### src/rtl/stair_pkg.sv
package stair_pkg;
    typedef enum logic [1:0] {
        CH_IDLE  = 2'd0,
        CH_SENSE = 2'd1,
        CH_HOLD  = 2'd2,
        CH_TAIL  = 2'd3
    } ch_state_e;
endpackage

### src/rtl/stair_deglitch.sv
module stair_deglitch #(
    parameter int FILT_TICKS = 5
) (
    input  logic clk,
    input  logic rst_n,
    input  logic raw,
    output logic clean
);
    localparam int CW = $clog2(FILT_TICKS + 1);
    localparam logic [CW-1:0] LAST = CW'(FILT_TICKS - 1);

    logic [CW-1:0] run_q;

    // A level is taken once it has been seen on FILT_TICKS edges in a row.
    always_ff @(posedge clk) begin
        if (!rst_n) begin
            clean <= 1'b0;
            run_q <= '0;
        end else if (raw == clean) begin
            run_q <= '0;
        end else if (run_q == LAST) begin
            clean <= raw;
            run_q <= '0;
        end else begin
            run_q <= run_q + 1'b1;
        end
    end
endmodule

### src/rtl/stair_channel.sv
module stair_channel
    import stair_pkg::*;
#(
    parameter int HOLD_TICKS = 80,
    parameter int TAIL_TICKS = 40
) (
    input  logic clk,
    input  logic rst_n,
    input  logic act,
    input  logic kill,
    output logic start,
    output logic lit
);
    localparam int MAXT = (HOLD_TICKS > TAIL_TICKS) ? HOLD_TICKS : TAIL_TICKS;
    localparam int CW   = $clog2(MAXT + 1);
    localparam logic [CW-1:0] HOLD_END = CW'(HOLD_TICKS);
    localparam logic [CW-1:0] TAIL_END = CW'(TAIL_TICKS);
    localparam logic [CW-1:0] ONE      = CW'(1);

    ch_state_e     st_q, st_d;
    logic [CW-1:0] tm_q, tm_d;

    always_ff @(posedge clk) begin
        if (!rst_n) begin
            st_q <= CH_IDLE;
            tm_q <= '0;
        end else begin
            st_q <= st_d;
            tm_q <= tm_d;
        end
    end

    always_comb begin
        st_d = st_q;
        tm_d = tm_q;
        unique case (st_q)
            CH_IDLE: begin
                if (act) begin
                    st_d = CH_SENSE;
                    tm_d = ONE;
                end
            end
            CH_SENSE: begin
                if (act) begin
                    tm_d = (tm_q == HOLD_END) ? tm_q : tm_q + 1'b1;
                end else if (kill) begin
                    st_d = CH_IDLE;
                    tm_d = '0;
                end else if (tm_q == HOLD_END) begin
                    st_d = CH_TAIL;
                    tm_d = ONE;
                end else begin
                    st_d = CH_HOLD;
                    tm_d = tm_q + 1'b1;
                end
            end
            CH_HOLD: begin
                if (act) begin
                    st_d = CH_SENSE;
                    tm_d = ONE;
                end else if (kill || tm_q == HOLD_END) begin
                    st_d = CH_IDLE;
                    tm_d = '0;
                end else begin
                    tm_d = tm_q + 1'b1;
                end
            end
            CH_TAIL: begin
                if (act) begin
                    st_d = CH_SENSE;
                    tm_d = ONE;
                end else if (kill || tm_q == TAIL_END) begin
                    st_d = CH_IDLE;
                    tm_d = '0;
                end else begin
                    tm_d = tm_q + 1'b1;
                end
            end
            default: begin
                st_d = CH_IDLE;
                tm_d = '0;
            end
        endcase
    end

    always_comb begin
        lit   = (st_q != CH_IDLE);
        start = (st_q == CH_IDLE) && act;
    end
endmodule

### src/rtl/stair_light_ctrl.sv
module stair_light_ctrl #(
    parameter int N_LAMP     = 3,
    parameter int FILT_TICKS = 5,
    parameter int HOLD_TICKS = 80,
    parameter int TAIL_TICKS = 40
) (
    input  logic              clk,
    input  logic              rst_n,
    input  logic              eco_en,
    input  logic [N_LAMP-1:0] sense,
    output logic [N_LAMP-1:0] lamp
);
    localparam logic [N_LAMP-1:0] BIT0 = N_LAMP'(1);

    logic [N_LAMP-1:0] filt_vec;
    logic [N_LAMP-1:0] start_vec;
    logic [N_LAMP-1:0] kill_vec;

    for (genvar g = 0; g < N_LAMP; g++) begin : g_ch
        stair_deglitch #(
            .FILT_TICKS(FILT_TICKS)
        ) u_flt (
            .clk  (clk),
            .rst_n(rst_n),
            .raw  (sense[g]),
            .clean(filt_vec[g])
        );

        assign kill_vec[g] = eco_en && (|(start_vec & ~(BIT0 << g)));

        stair_channel #(
            .HOLD_TICKS(HOLD_TICKS),
            .TAIL_TICKS(TAIL_TICKS)
        ) u_ch (
            .clk  (clk),
            .rst_n(rst_n),
            .act  (filt_vec[g]),
            .kill (kill_vec[g]),
            .start(start_vec[g]),
            .lit  (lamp[g])
        );
    end
endmodule

### config.mk
export PLATFORM = sky130hd
export DESIGN_NAME = stair_light_ctrl
export DESIGN_NICKNAME = d
export VERILOG_FILES = /design/src/rtl/stair_pkg.sv /design/src/rtl/stair_deglitch.sv /design/src/rtl/stair_channel.sv /design/src/rtl/stair_light_ctrl.sv
export SDC_FILE = /design/constraint.sdc
export NUM_CORES = 1
export LEC_CHECK = 0
export ABC_AREA = 0
export ABC_CLOCK_PERIOD_IN_PS = 2280
export BUFFER_PORTS_ARGS = -buffer_cell sky130_fd_sc_hd__buf_2
export CAP_MARGIN = 20
export CELL_PAD_IN_SITES_DETAIL_PLACEMENT = 1
export CELL_PAD_IN_SITES_GLOBAL_PLACEMENT = 2
export CORE_ASPECT_RATIO = 0.75
export CORE_MARGIN = 2
export CORE_UTILIZATION = 38
export CTS_BUF_LIST = sky130_fd_sc_hd__clkbuf_4 sky130_fd_sc_hd__clkbuf_8 sky130_fd_sc_hd__clkbuf_16
export DETAILED_ROUTE_END_ITERATION = 10
export GPL_ROUTABILITY_DRIVEN = 0
export PLACE_DENSITY = 0.85
export SLEW_MARGIN = 20
export SYNTH_ARGS = -nofsm -noshare
export SYNTH_HDL_FRONTEND = slang
export SYNTH_HIERARCHICAL = 1
export SYNTH_SLANG_ARGS = --single-unit
### constraint.sdc
create_clock -name clk -period 2.28 [get_ports clk]
set_clock_uncertainty 0.05 [all_clocks]
set_input_delay 0.114 -clock clk [delete_from_list [all_inputs] [get_ports clk]]
set_output_delay 0.114 -clock clk [all_outputs]
set_load 0.02 [all_outputs]
* Word-level counts from Yosys, hierarchy flattened *
Cells that the tools add are included.
W data, S select, Z words.

word-level totals
  output and inout bits = 3
  register bits after elaboration = 39
  latch bits = 0
  memories = 0
  memory bits (read-only) = 0
  memory bits (writable) = 0

operators by class
  $lt $le $gt $ge = 0
  reduce and logical (&&, ||, !) cells = 33
  multiply operators = 0
  equal/unequal tests = 36
  divide/modulo/power cells = 0
  shift operators = 0
  bitwise logic cells = 4
  add/subtract/negate cells = 6
  muxes and demuxes = 57

operators by type and width
  cell                   number
  $mux W7                27
  $pmux W7 S4            3
  $mux W2                21
  $pmux W2 S4            3
  $add A7 B1 Y7 const B  3
  $eq A7 B6 Y1 const B   3
  $eq A7 B7 Y1 const B   3
  $eq A2 B2 Y1 const B   6
  $ne A3 B2 Y1 const B   4
  $reduce_and A2 Y1      6
  $reduce_and A4 Y1      3
  $ne A2 B2 Y1 const B   5
  $add A3 B1 Y3 const B  3
  $eq A3 B3 Y1 const B   3
  $ne A3 B3 Y1 const B   3
  $reduce_or A3 Y1       3
  $eq A2 B1 Y1 const B   3
  $logic_and A1 B1 Y1    6
  $logic_not A2 Y1       3
  $logic_or A1 B1 Y1     6
  $ne A3 B1 Y1 const B   2
  $reduce_bool A2 Y1     3
  $reduce_or A2 Y1       3
  $not A1 Y1             4
  3 further kinds        7

* Longest topological paths before layout *
Gate-level depths: netlist (run 1).

  depth in word-level cells = 8
  depth in mapped cells = 9
  mapped depth without buffers = 8

* Modules after synthesis *
The synthesis (run 1) kept the hierarchy.

by module, submodules not included
  module            times used  area an instance (um^2)  cells an instance
  stair_channel     3           623.1                    75
  stair_deglitch    3           195.2                    19
  stair_light_ctrl  1           22.5                     3

* Least setup slack after synthesis (run 1) *
OpenSTA, ideal clock, no wires.

  path kind = flip-flop to flip-flop
  start point = register g_ch[1].u_ch.st_q[0]
  end point = register g_ch[2].u_ch.tm_q[2]
  setup slack = 0.236 ns
  period minus slack after synthesis = 2.044 ns
  stages on the path, launching flop included = 9
  arrival time = 1.903 ns
  library setup time = 0.091 ns
  data required time = 2.139 ns
  cell sequence = dfxtp_1 clkbuf_1 or2_2 nor2_1 o21a_1 a21oi_2 nor2_1 o311a_4 a311oi_1

between the ends
  cells in the longest elaborated chain, start to end = 8
  elaborated cells between the ends (all ways) = 13
  those cells by class = mux (7); reduce/logical (6)

ends and longest elaborated chain
  item                                          RTL line                                  RTL
  from (decl)                                   stair_channel.sv:20                       ch_state_e st_q, st_d;
  from (signal assigned)                        stair_channel.sv:28                       st_q <= st_d;
  $logic_not A2 Y1 (*)                          stair_channel.sv:88                       start = (st_q == CH_IDLE) && act;
  $logic_and A1 B1 Y1 (*)                       stair_channel.sv:88
  via start_vec[1]                              stair_light_ctrl.sv:16                    logic [N_LAMP-1:0] start_vec;
  $reduce_or A2 Y1 (*)                          stair_light_ctrl.sv:29                    assign kill_vec[g] = eco_en && (|(start_vec & ~(BIT0 << g)));
  $logic_and A1 B1 Y1 (*)                       stair_light_ctrl.sv:29
  via kill_vec[2]                               stair_light_ctrl.sv:17                    logic [N_LAMP-1:0] kill_vec;
  $logic_or A1 B1 Y1, on equally long branches  stair_channel.sv:72, stair_channel.sv:61
  $mux W7, on equally long branches             stair_channel.sv:72, stair_channel.sv:61
  $mux W7, on equally long branches             stair_channel.sv:69, stair_channel.sv:58
  $pmux W7 S4 (*)                               stair_channel.sv:36                       unique case (st_q)
  to (signal assigned)                          stair_channel.sv:29                       tm_q <= tm_d;
  to (decl)                                     stair_channel.sv:21                       logic [CW-1:0] tm_q, tm_d;

Mark *: on every way through the listed nets, which the timed path passes. The rest lies on a longest branch.
A chain may end at the register's enable or synchronous reset.

* Final worst setup path (run 1) *
  start point = register g_ch[2].u_ch.st_q[1]
  end point = register g_ch[0].u_ch.tm_q[2]

between the ends
  cells in the longest elaborated chain, start to end = 8
  elaborated cells between the ends (all ways) = 13
  those cells by class = mux (7); reduce/logical (6)

ends and longest elaborated chain
  item                                          RTL line
  from (decl)                                   stair_channel.sv:20
  from (signal assigned)                        stair_channel.sv:28
  $logic_not A2 Y1 (*)                          stair_channel.sv:88
  $logic_and A1 B1 Y1 (*)                       stair_channel.sv:88
  via start_vec[2]                              stair_light_ctrl.sv:16
  $reduce_or A2 Y1 (*)                          stair_light_ctrl.sv:29
  $logic_and A1 B1 Y1 (*)                       stair_light_ctrl.sv:29
  via kill_vec[0]                               stair_light_ctrl.sv:17
  $logic_or A1 B1 Y1, on equally long branches  stair_channel.sv:72, stair_channel.sv:61
  $mux W7, on equally long branches             stair_channel.sv:72, stair_channel.sv:61
  $mux W7, on equally long branches             stair_channel.sv:69, stair_channel.sv:58
  $pmux W7 S4 (*)                               stair_channel.sv:36
  to (signal assigned)                          stair_channel.sv:29
  to (decl)                                     stair_channel.sv:21

Marks and branches as above.

==> flow_summary.ini, run 1 <==
[yosys]
synth_xor_area_share_pct = 4.242
synth-compound-area-share_pct = 26.67
ys_ff_latch = 39
syn_area_per_cell_um2 = 8.693
synth.largest_area_cell = dfxtp_1
synth_ff_type = dfxtp_1
synthMostInstantiatedCell = dfxtp_1
async_flop_share_pct = 0
synth_mux_area_share_pct = 0
synth_top_area_share_pct = 31.52
synthTopCellsByArea = dfxtp_1 (32%), ha_1 (6.1%), inv_1 (3.6%), nor2_1 (3.2%), o2111ai_1 (3.2%)
ys_top_cells_by_count = dfxtp_1 (39), inv_1 (24), nor2_1 (21)
synth_simple_gate_area_share_pct = 26.97
synth_top_family_by_area = simple AND/OR/NAND/NOR gates
yosys_warnings = 6
synth_edf_count = 0
syn_inst = 285
synth_cell_type_count = 39
seq_area_frac_synth_pct = 31.52
synth_fa_ha_area_share_pct = 6.061
synthesis.nets = 303
syn_area_mm2 = 0.002477

[cells_and_area]
nets = 321
drive_above_1_share_pct = 16.12
areaGrowthSynthToFinish_pct = 12.27
diodes = 0
register_area_um2 = 780.7
multiInputGateArea_mm2 = 0.001584
fillers = 754
fin_util_pct = 44.02

[grt]
gr-usage-all-layers_pct = 17.69
gr-total-overflow = 0
grt_pass1_wl_um = 10330
grt_start_max_net_pins = 15
first_global_vias = 2106
antenna_found_initial = 0

[pwr]
leakagePower_nw = 1.051
power_mw = 1.383
ir_worst_vdd_uv = 315.2
power_density_mw_per_mm2 = 497.1

[critical_path]
critPathSlowestCell = dfxtp_1
worstPathArrival_ps = 2180
crit_buf_inv = 0
crit_type = register to register
critPathMaxStageDelay_ps = 510
path_cells = or2_2, nor2_1, o21a_1, a21oi_2, nor2_1, o311a_4, a311oi_1
required_ps = 2430
cp_common_cell = nor2_1
cp_max_fo = 10
cp-end-kind = register
critPathLaunchType = register
crit_family = compound AO/OA/AOI/OAI gates

[cts]
cts_buffer_depth = 2
cts_tree = done
insertion_delay_ps = 300
cts-htree-levels = 2
hold_buffers = 0
clock_sinks = 39
clk_pin_slew_ps = 80
cts_root_buf = clkbuf_8
postCtsSetupRepairBufs = 0
cts_buffers = 5
cts_resized = 0

[floorplanning]
rows = 25
fp.dieH_um = 73.93
start_util_pct = 39.21
die_w_um = 97.24
ios = 9
die_area_mm2 = 0.007188
core_mm2 = 0.006319

[job]
cap_violations = 0

[route]
num_vias = 2222
routed_wl_um = 6063
dr.pass1.iters = 4
drtIter0Drc = 77
wl_per_cell_um = 15.75
vias_per_cell = 5.771
final_antenna_net_count = 0
drc = 0

[sta]
rsz0062_at_grt = no
tns_ps = 0
timing.slew.headroom_pct = 68.83
hold_ws_ps = 33.67
fin_crit_sh_pct = 88.98
fmax_ghz = 0.4929
drv_slew = 0
period_needed_ps = 2029
tightest_slew_ps = 466.7
hold_viol = 0
finalWorstSetupSlack_ps = 251.2
setup_viol = 0

[placement]
dp_slack_ps = 278.6
io_buffers = 8
hpwl_um = 4537

[worst_hold_path]
min_path_type = input port to register

[run_status]
status = finished, final reports clean
==> state kept, by name, indices dropped and copies added (netlist names) <==
register	cells
g_ch.u_ch/tm_q	21
g_ch.u_flt/clean	3
g_ch.u_ch/st_q	6
g_ch.u_flt/run_q	9
==> through the flow <==
stage               std cells  cell area (um2)
floorplan                 285             2477
global placement          377             2664
detailed placement        377             2664
CTS                       385             2781
global route              385             2781
finish                    385             2781
==> per-layer routing <==
| metal | track usage (%) | vias up | part of all wire (%) |
|---|---|---|---|
| met4 | 3.704 | 0 | 1.2 |
| met3 | 4.567 | 8 | 2.1 |
| met5 | 0 | - | 0 |
| li1 | - | 1096 | - |
| met1 | 25.75 | 1099 | 54 |
| met2 | 26.70 | 19 | 42 |
==> final timing paths <==
path / start / to / slack [ps] / depth (start not counted)
worst min register to register: g_ch[0].u_flt/run_q[0]$_SDFF_PP0_ / g_ch[0].u_flt/run_q[0]$_SDFF_PP0_ / 420 / 1
worst max-delay path: g_ch[2].u_ch/st_q[1]$_SDFFE_PN0P_ / g_ch[0].u_ch/tm_q[2]$_SDFFE_PN0P_ / 250 / 7
worst max register to register: g_ch[2].u_ch/st_q[1]$_SDFFE_PN0P_ / g_ch[0].u_ch/tm_q[2]$_SDFFE_PN0P_ / 250 / 7
worst min-delay path: sense[2] / g_ch[2].u_flt/clean$_SDFFE_PN0P_ / 30 / 3
==> cell usage in the layout, fill, tap and decap left out, types with 6 or more instances in the layout <==
master     count
and3_1         9
nor2b_1        6
nand4_1       12
o2111ai_1      9
buf_4          9
nand2b_1       9
nand3_1       12
or2_2          6
o21a_1         9
ha_1          12
a31oi_1        6
clkbuf_8       6
buf_2          8
nor2_1        21
xor2_1         9
nand2_1       15
a21oi_1       15
inv_1         24
dfxtp_1       39
==> cell type report <==
cell class                 count  share of cell area (%)
timing repair buffer          17                   3.869
tap                           81                   3.644
sequential                    39                   28.07
multi-input combinational    216                   56.95
clock buffer                   6                   2.969
inverter                      24                   3.239
clock inverter                 2                   1.260
==> tightest hold or removal path, stage by stage <==
cell     delay [ps]
buf_2           110
nand3_1          60
a21oi_1          50
==> cell families after synthesis <==
group,count (synthesis)
and+or+nand+nor,111
xor gates and xnor gates,12
DFF,39
AOI/OAI and AO/OA,81
buffers and inverters,30
adders and majority gates,12
==> power breakdown <==
part	leakage, nW	switching, mW	internal, mW
clock	0.0612	0.249	0.354
combinational	0.675	0.0468	0.0347
sequential	0.315	0.00758	0.690
Power figures use the tool's default switching activity.
==> run 2, diff against run 1 <==
--- a/config.mk
+++ b/config.mk
@@ -9,7 +9,7 @@
 export ABC_CLOCK_PERIOD_IN_PS = 2280
 export BUFFER_PORTS_ARGS = -buffer_cell sky130_fd_sc_hd__buf_2
 export CAP_MARGIN = 20
-export CELL_PAD_IN_SITES_DETAIL_PLACEMENT = 1
+export CELL_PAD_IN_SITES_DETAIL_PLACEMENT = 2
 export CELL_PAD_IN_SITES_GLOBAL_PLACEMENT = 2
 export CORE_ASPECT_RATIO = 0.75
 export CORE_MARGIN = 2
@@ -18,6 +18,7 @@
 export DETAILED_ROUTE_END_ITERATION = 10
 export GPL_ROUTABILITY_DRIVEN = 0
 export PLACE_DENSITY = 0.85
+export REMOVE_ABC_BUFFERS = 1
 export SLEW_MARGIN = 20
 export SYNTH_ARGS = -nofsm -noshare
 export SYNTH_HDL_FRONTEND = slang
==> run 2 against run 1 <==
Critical path depth did not move. Highest routed layer unchanged. Sequential cell count unchanged. Global-route usage up 3.8 points. Via count rose by 1.8%. Critical path type unchanged. Combinational power increased by 2%. Largest power group unchanged.
==> flow_summary.ini, run 2 (synthesis results as in run 1) <==
[run_status]
status = finished, final reports clean

[route]
vias_per_cell = 5.919
drtIter0Drc = 67
final_antenna_net_count = 0
num_vias = 2261
dr.pass1.iters = 4
wl_per_cell_um = 18.60
drc = 0
routed_wl_um = 7105

[sta]
fmax_ghz = 0.4777
hold_ws_ps = 41.33
timing.slew.headroom_pct = 66.39
rsz0062_at_grt = no
tightest_slew_ps = 503.0
tns_ps = 0
fin_crit_sh_pct = 91.80
hold_viol = 0
setup_viol = 0
period_needed_ps = 2093
drv_slew = 0

[critical_path]
path_cells = inv_1, ha_1, nor2b_1, nand4_1, a31oi_1, o2111ai_1, o211a_1
cp-end-kind = register
worstPathArrival_ps = 2230
r2r-start = g_ch[1].u_ch/tm_q[0]$_SDFFE_PN0P_
crit_type = register to register
r2r_slack_ps = 190
cp.depth = 7
reg2reg_to = g_ch[1].u_ch/st_q[0]$_SDFFE_PN0P_
cp_max_fo = 7
crit_family = simple AND/OR/NAND/NOR gates
critPathMaxStageDelay_ps = 410
endpoint = g_ch[1].u_ch/st_q[0]$_SDFFE_PN0P_
crit_path_start = g_ch[1].u_ch/tm_q[0]$_SDFFE_PN0P_
critPathLaunchType = register
worstRegToRegCells = 7
crit_buf_inv = 1
required_ps = 2410
critPathSlowestCell = nor2b_1

[job]
cap_violations = 0

[cells_and_area]
mostFrequentLayoutCells = dfxtp_1 (39), inv_1 (24), nor2_1 (21), a21oi_1 (15), nand2_1 (15)
largest_reg_flops = 21
fin_area_mm2 = 0.002730
areaGrowthSynthToFinish_pct = 10.20
final_common_cell = dfxtp_1
diodes = 0
nets = 318
drive_above_1_share_pct = 15.28
top_register = g_ch.u_ch/tm_q
reg_top3 = g_ch.u_ch/tm_q: 21 flops, g_ch.u_flt/run_q: 9 flops, g_ch.u_ch/st_q: 6 flops
fillers = 714
fin_util_pct = 43.21

[placement]
place_area_mm2 = 0.002641
io_buffers = 8
hpwl_um = 5329

[grt]
first_global_vias = 2367
grt_start_max_net_pins = 15
grt_pass1_wl_um = 12360
antenna_found_initial = 0
gr-total-overflow = 0
gr-usage-all-layers_pct = 21.50

[pwr]
leakagePower_nw = 1.018
power_density_mw_per_mm2 = 463.0
ir_worst_vdd_uv = 199.8
power_mw = 1.264

[floorplanning]
die_w_um = 97.24
fp.dieH_um = 73.93
ios = 9
die_area_mm2 = 0.007188
start_util_pct = 39.21
rows = 25
core_mm2 = 0.006319

[cts]
clock_sinks = 39
cts_tree = done
cts_root_buf = clkbuf_8
cts_buffers = 5
cts_buffer_depth = 2
cts_resized = 0
cts-htree-levels = 2
postCtsSetupRepairBufs = 0
insertion_delay_ps = 290
hold_buffers = 0
clk_pin_slew_ps = 80

[worst_hold_path]
min_path_type = input port to register
## run 2: stage by stage
stage	setup slack, ps	cells
4_1_cts	189.1	382
5_1_grt	28.40	382
3_3_place_gp	273.2	374
6_report	186.8	382
3_5_place_dp	241.6	374
2_1_floorplan	362.9	279
## run 2: worst min path at each step
stage / from / to / slack (ps) / cells past startpoint
after floorplan: rst_n / g_ch[0].u_ch/tm_q[0]$_SDFFE_PN0P_ / 210 / 1
after global placement: sense[0] / g_ch[0].u_flt/clean$_SDFFE_PN0P_ / 340 / 3
after detailed placement: sense[2] / g_ch[2].u_flt/clean$_SDFFE_PN0P_ / 350 / 3
after CTS: sense[2] / g_ch[2].u_flt/clean$_SDFFE_PN0P_ / 20 / 3
after global routing: sense[2] / g_ch[2].u_flt/clean$_SDFFE_PN0P_ / 60 / 3
final: sense[2] / g_ch[2].u_flt/clean$_SDFFE_PN0P_ / 40 / 3
## run 2: report_power, final
part | internal [mW] | switching, mW | leakage [nW] | total [mW]
clock | 0.226 | 0.257 | 0.0446 | 0.483
sequential | 0.690 | 0.00810 | 0.315 | 0.698
combinational | 0.0347 | 0.0483 | 0.659 | 0.0830
total | 0.951 | 0.313 | 1.02 | 1.26
## run 2: worst reg2reg max path: cells and delay by family, from the launching register on
kind                       cells  cell delay (ps)
AOI/OAI and AO/OA              3              600
and+or+nand+nor                2              710
DFF                            1              390
buffers and inverters          1               90
adders and majority gates      1              140
## run 2: cell type report
class	instances	area, um2	area share, %
clock buffers	6	76.32	2.796
clock inverters	2	12.51	0.4583
inverters	24	90.09	3.300
multi-input cells	216	1584	58.02
flip-flops and latches	39	780.7	28.60
well taps	81	101.3	3.712
repair buffers	14	85.08	3.116
## run 2: layer usage
layer / global-route usage (%) / share of wire (%)
met1: 28.70 / 48
met2: 36.81 / 49
met3: 4.186 / 1.9
met4: 4.938 / 0.93
met5: 0 / 0
==> run 3, diff against run 2 <==
--- a/config.mk
+++ b/config.mk
@@ -6,18 +6,18 @@
 export NUM_CORES = 1
 export LEC_CHECK = 0
 export ABC_AREA = 0
-export ABC_CLOCK_PERIOD_IN_PS = 2280
+export ABC_CLOCK_PERIOD_IN_PS = 1800
 export BUFFER_PORTS_ARGS = -buffer_cell sky130_fd_sc_hd__buf_2
 export CAP_MARGIN = 20
 export CELL_PAD_IN_SITES_DETAIL_PLACEMENT = 2
 export CELL_PAD_IN_SITES_GLOBAL_PLACEMENT = 2
 export CORE_ASPECT_RATIO = 0.75
 export CORE_MARGIN = 2
-export CORE_UTILIZATION = 38
+export CORE_UTILIZATION = 35
 export CTS_BUF_LIST = sky130_fd_sc_hd__clkbuf_4 sky130_fd_sc_hd__clkbuf_8 sky130_fd_sc_hd__clkbuf_16
 export DETAILED_ROUTE_END_ITERATION = 10
 export GPL_ROUTABILITY_DRIVEN = 0
-export PLACE_DENSITY = 0.85
+export PLACE_DENSITY = 0.83
 export REMOVE_ABC_BUFFERS = 1
 export SLEW_MARGIN = 20
 export SYNTH_ARGS = -nofsm -noshare
==> constraint.sdc (replaced) <==
create_clock -name clk -period 1.8 [get_ports clk]
set_clock_uncertainty 0.05 [all_clocks]
set_input_delay 0.09 -clock clk [delete_from_list [all_inputs] [get_ports clk]]
set_output_delay 0.09 -clock clk [all_outputs]
set_load 0.01 [all_outputs]
==> run 3 against run 2 <==
The run now ends with setup timing left. Wire length increased by 46%. Power up 44%. Sequential power grew 27%. Combinational power up 46%. Die area increased by 8.2%. Global-route usage grew 1.3 points. Sequential cell count stayed put. Hold slack lost 24 ps. Largest power group unchanged.
==> flow_summary.ini, run 3 (synthesis results as in run 1) <==
[run_status]
status = complete, but fails checks
violations = setup timing

[cells_and_area]
final_common_cell = buf_4
largest_reg_flops = 21
reg_top3 = g_ch.u_ch/tm_q: 21 flops, g_ch.u_flt/run_q: 9 flops, g_ch.u_ch/st_q: 6 flops
nets = 356
mostFrequentLayoutCells = buf_4 (41), dfxtp_1 (32), inv_1 (20), nor2_1 (15), nand2_1 (15)
top_register = g_ch.u_ch/tm_q
fin_area_mm2 = 0.003277
fin_util_pct = 47.97
drive_above_1_share_pct = 36.87
multiInputGateArea_mm2 = 0.001793
areaGrowthSynthToFinish_pct = 32.27
register_area_um2 = 789.5
fillers = 744
diodes = 0

[sta]
fmax_ghz = 0.5299
setup_viol = 17
period_needed_ps = 1887
tightest_slew_ps = 385.9
finalWorstSetupSlack_ps = -87.26
timing.slew.headroom_pct = 74.24
tns_ps = -908.5
drv_slew = 0
hold_viol = 0
rsz0062_at_grt = yes
fin_crit_sh_pct = 104.8

[floorplanning]
core_mm2 = 0.006832
rows = 26
die_w_um = 101.1
ios = 9
fp.dieH_um = 76.86
die_area_mm2 = 0.007774
start_util_pct = 36.26

[route]
num_vias = 2536
vias_per_cell = 5.995
routed_wl_um = 10360
drc = 0
drtIter0Drc = 84
final_antenna_net_count = 0
wl_per_cell_um = 24.49
dr.pass1.iters = 4

[critical_path]
critPathLaunchType = register
cp-end-kind = register
required_ps = 1940
cp_max_fo = 5
worstPathArrival_ps = 2030
crit_type = register to register

[placement]
place_area_mm2 = 0.002833
hpwl_um = 5827
io_buffers = 8

[grt]
grt_pass1_wl_um = 13840
gr-total-overflow = 0
first_global_vias = 2608
grt_start_max_net_pins = 18
gr-usage-all-layers_pct = 22.81
antenna_found_initial = 0

[cts]
hold_buffers = 0
clk_pin_slew_ps = 90
insertion_delay_ps = 310
cts_root_buf = clkbuf_8
cts_buffer_depth = 2
cts_buffers = 5
cts_tree = done
clock_sinks = 39
cts-htree-levels = 2

[worst_hold_path]
min_path_type = input port to register

[pwr]
leakagePower_nw = 1.297
ir_worst_vdd_uv = 336.6
power_density_mw_per_mm2 = 555.0

[job]
cap_violations = 0
-- run 3: layout make-up --
class / instances / share of cell area, %
clock buffer: 6 / 2.520
inverter: 24 / 2.749
sequential: 39 / 24.09
timing repair buffer: 52 / 11.65
clock inverter: 2 / 1.069
tap: 84 / 3.207
multi-input combinational: 216 / 54.72
-- run 3: critical path: stages, from the launching register on --
cell and delay, ps:
dfxtp_1 340, or2_2 340, nor2_2 190, o21a_4 230, nor2_1 90, a31oi_1 240, o31a_1 190, o22ai_1 100
-- run 3: through the flow --
step	std cells	power, mW	setup slack, ps	hold slack, ps
finish	423	1.819	-87.26	17.37
global route	423	1.891	-141.0	37.23
CTS	414	1.807	0.1759	11.35
detailed placement	402	1.012	-98.97	332.2
global placement	402	1.005	4.562	326.0
floorplan	279	0.9693	-67.48	181.9
-- run 3: final timing paths --
check	startpoint	endpoint	slack (ps)	cells after the start
min	sense[1]	g_ch[1].u_flt/clean$_SDFFE_PN0P_	20	3
max	g_ch[0].u_ch/st_q[1]$_SDFFE_PN0P_	g_ch[1].u_ch/tm_q[1]$_SDFFE_PN0P_	-90	7
min reg2reg	g_ch[1].u_flt/run_q[0]$_SDFF_PP0_	g_ch[1].u_flt/run_q[0]$_SDFF_PP0_	410	1
max reg2reg	g_ch[0].u_ch/st_q[1]$_SDFFE_PN0P_	g_ch[1].u_ch/tm_q[1]$_SDFFE_PN0P_	-90	7
-- run 3: repair_timing --
action                     4_1_cts  5_1_grt
pin swaps                        8       18
resized for setup               24       34
setup endpoints to repair       21       25
buffers inserted                 5        9
-- run 3: power breakdown --
| part | switching [mW] | internal (mW) | total [mW] |
|---|---|---|---|
| clock | 0.365 | 0.450 | 0.814 |
| sequential | 0.00944 | 0.874 | 0.884 |
| combinational | 0.0719 | 0.0488 | 0.121 |
| total | 0.446 | 1.37 | 1.82 |
-- run 3: routing by layer --
layer  track usage [%]  wire length (um)  up-vias
li1                  -                 -     1170
met1             27.91              4476     1285
met2             40.46              5297       60
met3             4.923               365       21
met4             5.270               220        0
met5                 0                 0        -
